## src/rtl/tgt_phase_pkg.sv

```systemverilog
package tgt_phase_pkg;

  localparam int DATA_W = 8;
  localparam int ID_W   = $clog2(DATA_W);

  localparam logic [DATA_W-1:0] STATUS_ERR = 8'h02;
  localparam logic [DATA_W-1:0] MSG_DONE   = 8'h00;

  typedef enum logic [2:0] {PH_CMD, PH_DIN, PH_DOUT, PH_STAT, PH_MSG} phase_e;

  typedef enum logic [2:0] {
    S_IDLE, S_SELD, S_RX_REQ, S_RX_ACK, S_TX_SET, S_TX_REQ, S_TX_ACK, S_FREE
  } state_e;

  // {C/D, I/O, MSG} for each phase
  function automatic logic [2:0] ph_lines(input phase_e p);
    case (p)
      PH_CMD:  ph_lines = 3'b100;
      PH_DIN:  ph_lines = 3'b010;
      PH_STAT: ph_lines = 3'b110;
      PH_MSG:  ph_lines = 3'b111;
      default: ph_lines = 3'b000;
    endcase
  endfunction

  function automatic logic ph_target_sends(input phase_e p);
    ph_target_sends = (p == PH_DIN) || (p == PH_STAT) || (p == PH_MSG);
  endfunction

  // Command length from the group field; 0 marks an unknown group
  function automatic logic [3:0] cmd_len(input logic [DATA_W-1:0] b);
    case (b[DATA_W-1 -: 3])
      3'd0:       cmd_len = 4'd6;
      3'd1, 3'd2: cmd_len = 4'd10;
      3'd5:       cmd_len = 4'd12;
      default:    cmd_len = 4'd0;
    endcase
  endfunction

endpackage

```

## src/rtl/tgt_sel_detect.sv

```systemverilog
module tgt_sel_detect
  import tgt_phase_pkg::*;
#(
  parameter int SETTLE_CYC = 4
) (
  input  logic              clk,
  input  logic              rst_n,
  input  logic              sel_i,
  input  logic              bsy_i,
  input  logic              io_i,
  input  logic [DATA_W-1:0] db_i,
  input  logic [ID_W-1:0]   own_id,
  output logic              hit
);
  localparam int CW = $clog2(SETTLE_CYC + 1);

  logic          qual;
  logic [CW-1:0] held;

  assign qual = sel_i && db_i[own_id] && !bsy_i && !io_i;

  always_ff @(posedge clk or negedge rst_n) begin
    if (!rst_n)                          held <= '0;
    else if (!qual)                      held <= '0;
    else if (held != CW'(SETTLE_CYC))    held <= held + 1'b1;
  end

  assign hit = qual && (held >= CW'(SETTLE_CYC - 1));

  generate
    if (SETTLE_CYC > 1) begin : g_chk
      AST_SEL_HELD: assert property (@(posedge clk) disable iff (!rst_n)
        hit |-> $past(qual)) else $error("selection hit without prior hold");
    end
  endgenerate

endmodule

```

## src/rtl/tgt_parity.sv

```systemverilog
module tgt_parity
  import tgt_phase_pkg::*;
(
  input  logic              en,
  input  logic [DATA_W-1:0] tx_data,
  input  logic [DATA_W-1:0] rx_data,
  input  logic              rx_p,
  output logic              tx_p,
  output logic              rx_err
);
  // odd parity: nine bits together hold an odd number of ones
  assign tx_p   = en ? ~(^tx_data) : 1'b0;
  assign rx_err = en && !(^{rx_data, rx_p});
endmodule

```

## src/rtl/tgt_phase_seq.sv

```systemverilog
module tgt_phase_seq
  import tgt_phase_pkg::*;
#(
  parameter int SETTLE_CYC = 4,
  parameter int DESKEW_CYC = 2,
  parameter int SKEW_CYC   = 1,
  parameter int LEN_W      = 8
) (
  input  logic              clk,
  input  logic              rst_n,
  input  logic [ID_W-1:0]   own_id,
  input  logic              par_en,
  input  logic              sel_i,
  input  logic              bsy_i,
  input  logic              io_i,
  input  logic              ack_i,
  input  logic [DATA_W-1:0] db_i,
  input  logic              dbp_i,
  output logic              bsy_o,
  output logic              req_o,
  output logic              cd_o,
  output logic              io_o,
  output logic              msg_o,
  output logic [DATA_W-1:0] db_o,
  output logic              dbp_o,
  output logic              db_oe,
  input  logic              xfer_in,
  input  logic [LEN_W-1:0]  xfer_len,
  input  logic [DATA_W-1:0] stat_byte,
  input  logic [DATA_W-1:0] tx_byte,
  output logic              tx_take,
  output logic              rx_stb,
  output logic [DATA_W-1:0] rx_byte,
  output logic              rx_is_cmd
);
  localparam int TX_SETUP = DESKEW_CYC + SKEW_CYC;
  localparam int TMR_MAX  = (TX_SETUP > SETTLE_CYC) ? TX_SETUP : SETTLE_CYC;
  localparam int TMR_W    = $clog2(TMR_MAX + 1);

  state_e             state;
  phase_e             phase, next_ph;
  logic [LEN_W-1:0]   cnt;
  logic [TMR_W-1:0]   tmr;
  logic [DATA_W-1:0]  db_q, stat_val;
  logic               first, grp_bad, perr;
  logic               sel_hit, rx_perr, in_xfer, byte_end, last_byte;
  logic [3:0]         len0;

  tgt_sel_detect #(.SETTLE_CYC(SETTLE_CYC)) u_sel (
    .clk(clk), .rst_n(rst_n), .sel_i(sel_i), .bsy_i(bsy_i), .io_i(io_i),
    .db_i(db_i), .own_id(own_id), .hit(sel_hit)
  );

  tgt_parity u_par (
    .en(par_en), .tx_data(db_q), .rx_data(db_i), .rx_p(dbp_i),
    .tx_p(dbp_o), .rx_err(rx_perr)
  );

  assign len0      = cmd_len(db_i);
  assign byte_end  = (state == S_RX_ACK || state == S_TX_ACK) && !ack_i;
  assign last_byte = (cnt == '0);
  assign stat_val  = (perr || grp_bad) ? STATUS_ERR : stat_byte;

  always_comb begin
    case (phase)
      PH_CMD:  next_ph = (grp_bad || xfer_len == '0) ? PH_STAT :
                         (xfer_in ? PH_DIN : PH_DOUT);
      PH_STAT: next_ph = PH_MSG;
      PH_MSG:  next_ph = PH_MSG;
      default: next_ph = PH_STAT;
    endcase
  end

  always_ff @(posedge clk or negedge rst_n) begin
    if (!rst_n) begin
      state <= S_IDLE; phase <= PH_CMD; cnt <= '0; tmr <= '0; db_q <= '0;
      first <= 1'b0; grp_bad <= 1'b0; perr <= 1'b0;
      tx_take <= 1'b0; rx_stb <= 1'b0; rx_byte <= '0; rx_is_cmd <= 1'b0;
    end else begin
      tx_take <= 1'b0;
      rx_stb  <= 1'b0;
      case (state)
        S_IDLE: if (sel_hit) begin
          state <= S_SELD; grp_bad <= 1'b0; perr <= 1'b0;
        end
        S_SELD: if (!sel_i) begin
          phase <= PH_CMD; first <= 1'b1; state <= S_RX_REQ;
        end
        S_RX_REQ: if (ack_i) begin
          state     <= S_RX_ACK;
          first     <= 1'b0;
          rx_stb    <= 1'b1;
          rx_byte   <= db_i;
          rx_is_cmd <= (phase == PH_CMD);
          if (rx_perr) perr <= 1'b1;
          if (first) begin
            if (len0 == 4'd0) begin grp_bad <= 1'b1; cnt <= '0; end
            else cnt <= LEN_W'(len0 - 4'd1);
          end else cnt <= cnt - 1'b1;
        end
        S_TX_SET: if (tmr == '0) state <= S_TX_REQ; else tmr <= tmr - 1'b1;
        S_TX_REQ: if (ack_i) begin state <= S_TX_ACK; cnt <= cnt - 1'b1; end
        S_FREE:   if (tmr == '0) state <= S_IDLE; else tmr <= tmr - 1'b1;
        default: ;
      endcase

      if (byte_end) begin
        if (!last_byte) begin
          if (ph_target_sends(phase)) begin
            state <= S_TX_SET; tmr <= TMR_W'(TX_SETUP - 1);
            db_q <= tx_byte; tx_take <= 1'b1;
          end else state <= S_RX_REQ;
        end else if (phase == PH_MSG) begin
          state <= S_FREE; tmr <= TMR_W'(SETTLE_CYC - 1);
        end else begin
          phase <= next_ph;
          cnt   <= (next_ph == PH_DIN || next_ph == PH_DOUT) ? xfer_len : LEN_W'(1);
          if (ph_target_sends(next_ph)) begin
            state   <= S_TX_SET;
            tmr     <= TMR_W'(TX_SETUP - 1);
            db_q    <= (next_ph == PH_DIN) ? tx_byte :
                       (next_ph == PH_STAT) ? stat_val : MSG_DONE;
            tx_take <= (next_ph == PH_DIN);
          end else state <= S_RX_REQ;
        end
      end
    end
  end

  assign in_xfer = (state == S_RX_REQ) || (state == S_RX_ACK) || (state == S_TX_SET) ||
                   (state == S_TX_REQ) || (state == S_TX_ACK);
  assign {cd_o, io_o, msg_o} = in_xfer ? ph_lines(phase) : 3'b000;
  assign req_o = (state == S_RX_REQ) || (state == S_TX_REQ);
  assign db_oe = (state == S_TX_SET) || (state == S_TX_REQ);
  assign bsy_o = (state != S_IDLE) && (state != S_FREE);
  assign db_o  = db_q;

  // cycles the data bus has been driven, saturating, for the setup check
  logic [TMR_W:0] oe_age;
  always_ff @(posedge clk or negedge rst_n) begin
    if (!rst_n)                             oe_age <= '0;
    else if (!db_oe)                        oe_age <= '0;
    else if (oe_age != (TMR_W+1)'(TMR_MAX)) oe_age <= oe_age + 1'b1;
  end

  AST_BSY_ON_SELECT: assert property (@(posedge clk) disable iff (!rst_n)
    (state == S_IDLE && sel_hit) |=> bsy_o) else $error("no BSY after select");
  AST_PHASE_HELD: assert property (@(posedge clk) disable iff (!rst_n)
    (req_o && $past(req_o)) |-> $stable({cd_o, io_o, msg_o})) else $error("phase moved under REQ");
  AST_REQ_AFTER_ACK_LOW: assert property (@(posedge clk) disable iff (!rst_n)
    $rose(req_o) |-> $past(!ack_i)) else $error("REQ raised while ACK high");
  AST_TX_SETUP: assert property (@(posedge clk) disable iff (!rst_n)
    ($rose(req_o) && io_o) |-> (oe_age >= (TMR_W+1)'(TX_SETUP))) else $error("REQ before data setup");
  AST_RX_ON_ACK: assert property (@(posedge clk) disable iff (!rst_n)
    rx_stb |-> $past(ack_i && req_o)) else $error("capture without handshake");
  AST_RELEASED: assert property (@(posedge clk) disable iff (!rst_n)
    !bsy_o |-> (!req_o && !db_oe && {cd_o, io_o, msg_o} == 3'b000)) else $error("bus held after release");

endmodule

```

## config.mk

```make
export PLATFORM = sky130hd
export DESIGN_NAME = tgt_phase_seq
export DESIGN_NICKNAME = d
export VERILOG_FILES = /design/src/rtl/tgt_phase_pkg.sv /design/src/rtl/tgt_sel_detect.sv /design/src/rtl/tgt_parity.sv /design/src/rtl/tgt_phase_seq.sv
export SDC_FILE = /design/constraint.sdc
export NUM_CORES = 1
export LEC_CHECK = 0
export ABC_CLOCK_PERIOD_IN_PS = 2800
export CORE_MARGIN = 1
export CORE_UTILIZATION = 45
export CTS_CLUSTER_SIZE = 12
export DETAILED_ROUTE_END_ITERATION = 16
export GPL_ROUTABILITY_DRIVEN = 0
export PLACE_DENSITY = 0.74
export SYNTH_ARGS = -nofsm -noshare
export SYNTH_HDL_FRONTEND = slang
export SYNTH_SLANG_ARGS = --single-unit
```

## constraint.sdc

```tcl
create_clock -name clk -period 2.8 [get_ports clk]
set_clock_uncertainty 0.2 [all_clocks]
set_input_delay 0.7 -clock clk [delete_from_list [all_inputs] [get_ports clk]]
set_output_delay 0.7 -clock clk [all_outputs]
set_load 0.03 [all_outputs]
```

== Word level (Yosys, flattened, before mapping) ==
Cells that the tools add are included.

* Add/sub/neg operators: 4
* Magnitude comparators: 2
* Eq/ne operators: 34
* Multiplexer cells: 69
* Bitwise logic cells: 1
* Reductions and logical operators: 48

{| class="wikitable"
|+ Operators by type and width
! cell !! number
|-
| 8-bit two-way mux || 15
|-
| 3-bit two-way mux || 26
|-
| 3-bit != test, second input constant || 8
|-
| 3-bit == test, second input constant || 7
|-
| 3-bit by 2-bit == test with 1-bit output, second input constant || 6
|-
| 3-bit one-hot mux with 6 select lines || 1
|-
| 1-bit two-way mux || 17
|-
| 8-bit logical NOT || 2
|-
| 2-bit != test, second input constant || 8
|-
| 8-bit one-hot mux with 2 select lines || 1
|-
| 1-bit logical OR || 14
|-
| 3-bit by 1-bit == test with 1-bit output, second input constant || 4
|-
| 3-bit logical NOT || 4
|-
| 3-bit one-hot mux with 4 select lines || 1
|-
| 4-bit one-hot mux with 3 select lines || 1
|-
| 9-bit parity || 1
|-
| 4-bit AND reduction || 2
|-
| 8-bit parity || 1
|-
| 8-bit by 1-bit subtractor with 8-bit output, second input constant || 1
|-
| 1-bit logical AND || 7
|-
| 7-bit AND reduction || 1
|-
| 7-bit nonzero test || 1
|-
| 1-bit one-hot mux with 2 select lines || 3
|-
| 3-bit one-hot mux with 2 select lines || 1
|-
| 17 further kinds || 25
|}

* Register bits after elaboration: 42
* Bits of input ports: 44
* Output and inout port bits: 26
* Logic and storage cells: 171

== Depth between registers and ports, before layout ==
* Word-level depth: 11
* Depth in mapped cells: 8
* Mapped depth without buffers: 7

== Modules after synthesis ==
A second synthesis with hierarchy kept.

* Cells, all modules: 328
* Area, all modules: 2,869.0 sq um

{| class="wikitable"
|+ By module, submodules not included
! module !! instances !! cells an instance !! area an instance (sq um) !! seq. area each (sq um)
|-
| tgt_phase_seq || 1 || 284 || 2,429.8 || 975.9
|-
| tgt_sel_detect || 1 || 28 || 290.3 || 75.1
|-
| tgt_parity || 1 || 16 || 148.9 || 0.0
|}

== Worst setup path after synthesis ==
Ideal clock, no wire load.

* Path kind: register to output
* From: reg state[1]
* To: out cd_o
* Arrival time: 1,560 ps
* Required time: 1,900 ps
* Setup slack: 340 ps
* Stages on the path, launching flop included: 6
* Buffers on the path: 1
* Cell sequence: dfrtp_1 > clkbuf_1 > inv_1 > ha_1 > o21a_1 > a21oi_1

* Word-level cells in the longest chain between the ends: 6
* Elaborated cells between the ends (all ways): 10
* Those cells by class: 5 x eq/ne; 1 x mux; 4 x reduce/logical

{| class="wikitable"
|+ Ends and longest elaborated chain
! element !! line !! text
|-
| from (decl) || tgt_phase_seq.sv:40 || <nowiki>state_e state;</nowiki>
|-
| from (signal assigned) || tgt_phase_seq.sv:76 || <nowiki>state <= S_IDLE; phase <= PH_CMD; cnt <= '0; tmr <= '0; db_q <= '0;</nowiki>
|-
| from (signal assigned) || tgt_phase_seq.sv:84 || <nowiki>state <= S_SELD; grp_bad <= 1'b0; perr <= 1'b0;</nowiki>
|-
| from (signal assigned) || tgt_phase_seq.sv:87 || <nowiki>phase <= PH_CMD; first <= 1'b1; state <= S_RX_REQ;</nowiki>
|-
| 3-bit by 2-bit == test with 1-bit output || tgt_phase_seq.sv:130 || <nowiki>assign in_xfer = (state == S_RX_REQ) || (state == S_RX_ACK) || (state == S_TX_SET) ||</nowiki>
|-
| 1-bit logical OR (3 in series) || tgt_phase_seq.sv:130 ||
|-
| 1-bit logical OR (*) || tgt_phase_seq.sv:131 || <nowiki>(state == S_TX_REQ) || (state == S_TX_ACK);</nowiki>
|-
| 3-bit two-way mux (*) || tgt_phase_seq.sv:132 || <nowiki>assign {cd_o, io_o, msg_o} = in_xfer ? ph_lines(phase) : 3'b000;</nowiki>
|-
| to (decl) || tgt_phase_seq.sv:21 || <nowiki>output logic cd_o,</nowiki>
|}

Mark *: on every way between the ends. The rest lies on a longest branch, timed or not.

== Final worst setup path ==
* From: reg state[2]
* To: out db_oe

* Word-level cells in the longest chain between the ends: 2
* Elaborated cells between the ends (all ways): 3
* Those cells by class: 2 x eq/ne; 1 x reduce/logical

{| class="wikitable"
|+ Ends and longest elaborated chain
! element !! line !! text
|-
| 3-bit == test || tgt_phase_seq.sv:134 || <nowiki>assign db_oe = (state == S_TX_SET) || (state == S_TX_REQ);</nowiki>
|-
| 1-bit logical OR (*) || tgt_phase_seq.sv:134 ||
|-
| to (decl) || tgt_phase_seq.sv:26 || <nowiki>output logic db_oe,</nowiki>
|}

Marked as above.

==> flow_summary.yaml <==
power:
  clockPowerShare: 0.120
  p_sw_frac: 0.429
  p_seq_frac: 0.278
  power_density_mw_per_mm2: 1010
  peakVddDrop_uv: 603
  p_leak_uw: 0.00170
  internal-power_uw: 2270
  p_sw_uw: 1700
  pwr-share-comb: 0.601
clocking:
  insertion_delay_ns: 0.29
  cts_setup_buffers: 0
  path_clk_slew_ns: 0.08
  cts_resized: 3
  cts_max_path_buffers: 2
  cts_made_buffers: 5
  htreeDepth: 2
  root_buffer: "clkbuf_8"
  cts.sinks: 42
  ctsHoldBuffers: 0
  tritoncts: "done"
place:
  place_inst: 463
  place_area_mm2: 0.00382
  dp_slack_ns: -0.109
  portBuffers: 69
  dp_hpwl_um: 5510
floorplan:
  core_area_mm2: 0.00606
  initial_core_util: 0.476
  placementRows: 28
  dieArea_mm2: 0.00674
  die_y_um: 82.1
  num_io_pins: 70
  die_x_um: 82.1
timing:
  fmax_mhz: 374
  fin_crit_sh: 0.954
  tightest_slew_ns: 0.434
  period_minus_slack_ns: 2.67
  setup-tns-final_ns: 0
  finalMaxSlewViolations: 0
  layout_setup_ws_ns: 0.128
  grt_setup_unrepaired: "false"
  maxSlewHeadroom: 0.709
  hold_violations: 0
  setup_violations: 0
yosys:
  synth_cell_types: 61
  synthCells: 301
  synth_flop_cell: "dfrtp_1"
  synthArstFlopShare: 1.00
  yosysSeqAreaShare: 0.364
  synth_edf_count: 0
  synth.cell_area_mm2: 0.00289
  syn_avg_cell_area_um2: 9.59
  ys.warnings.count: 0
  syn-num-nets: 355
  synth_seq_cells: 42
detailed_routing:
  wire_per_inst_um: 15.0
  final_antenna_net_count: 0
  num_vias: 2584
  remaining_drc_errors: 0
  drt-total-wl_um: 7060
  viasPerCell: 5.49
  drt-initial-drc-count: 148
  drtPass1Iterations: 4
grt:
  grt_remaining_overflow: 0
  grt.total_usage: 0.233
  grt_pass1_vias: 2634
  grt_max_degree: 19
  antenna_found_initial: 0
  grt_pass1_wl_um: 12000
worst_setup_path:
  worstPathArrival_ns: 1.77
  crit_type: "register to output pin"
  crit_path_start_kind: "register"
  crit_required_ns: 1.90
  worstSetupEndpointType: "output pin"
  worstPathMaxFanout: 7
min_path:
  min_path_type: "primary input to async pin"
layout:
  diodes: 0
  nNetsFinal: 449
  final_cell_mix: "62 x clkdlybuf4s50_1, 42 x dfrtp_1, 33 x buf_4"
  fin_cells: 471
  finish.utilization: 0.647
  mostFrequentLayoutCell: "clkdlybuf4s50_1"
  fin_area_mm2: 0.00392
  final_layout_size_suffix_gt1_frac: 0.182
  area_delta_synth_final_pct: 35.9
outcome:
  status: "complete, no violations"
run:
  maxCapViolCount: 0
-- sequential cells by signal, summed over array words and instances, names as in the netlist, 3 cells and up --
| register | cells |
|---|---|
| cnt | 8 |
| db_o | 8 |
| phase | 3 |
| rx_byte | 8 |
| state | 3 |
| tmr | 3 |
| u_sel.held | 3 |
-- per-stage QoR --
step	total power [uW]	hold slack (ns)
3_3_place_gp	3480	0.261
4_1_cts	4000	0.132
2_1_floorplan	2690	0.204
6_report	3970	0.127
5_1_grt	4260	0.138
3_5_place_dp	3520	0.270
-- cells by family after synthesis --
logic type | count (synthesis) | synth area share
compound gates | 76 | 0.197
xor+xnor | 22 | 0.0667
fa+ha+maj | 10 | 0.0433
buf+inv | 29 | 0.0451
flops | 42 | 0.364
mux | 19 | 0.0802
simple gates | 103 | 0.204
-- cell usage after synthesis, types with 6 or more instances --
library cell / count / area share
nand2b_1: 6 / 0.013
xor2_1: 6 / 0.018
nand3_1: 7 / 0.012
ha_1: 10 / 0.043
nor3_1: 10 / 0.017
nor2_1: 23 / 0.030
clkbuf_1: 7 / 0.0091
o21ai_0: 8 / 0.014
nor2b_1: 6 / 0.013
xnor2_1: 16 / 0.049
a21oi_1: 18 / 0.031
dfrtp_1: 42 / 0.36
mux2_4: 7 / 0.036
inv_1: 17 / 0.022
mux2i_1: 7 / 0.024
a22o_1: 8 / 0.024
nand2_1: 19 / 0.025
-- layout make-up --
| cell class | instances | area, um^2 |
|---|---|---|
| flip-flops and latches | 42 | 1050 |
| inverters | 17 | 63.8 |
| repair buffers | 99 | 900 |
| clock inverters | 3 | 40.0 |
| fillers | 508 | 2140 |
| well taps | 75 | 93.8 |
| clock buffers | 5 | 68.8 |
| multi-input cells | 230 | 1710 |
-- routing by layer --
metal	up-vias	part of all wire	GRT usage
li1	1276	-	-
met2	92	0.47	0.412
met5	-	0	0
met4	0	0.0065	0.0491
met1	1212	0.46	0.299
met3	4	0.061	0.0385
-- power by group through the flow --
stage,Combinational [uW],Clock (uW),Sequential [uW]
after CTS,2400,491,1110
final,2390,478,1110
after detailed placement,2410,0,1110
after global placement,2370,0,1100
after global routing,2600,514,1150
after floorplan,1390,0,1310
-- critical path, cell delays in order (launching register included) --
cell and delay [ns]:
dfrtp_1 0.47, ha_1 0.29, clkdlybuf4s50_1 0.71
-- worst paths after layout --
path	startpoint	endpoint	slack, ns	depth (start not counted)
max	state[2]	db_oe	0.13	2
min	rst_n	rx_byte[7]	0.13	1
max reg2reg	cnt[0]	db_o[6]	0.33	7
min reg2reg	rx_is_cmd	rx_is_cmd	0.28	2
max in group asynchronous	rst_n	cnt[0]	1.74	2
min in group clk	rx_is_cmd	rx_is_cmd	0.28	2
No activity file was read; power rests on OpenSTA's default activity.
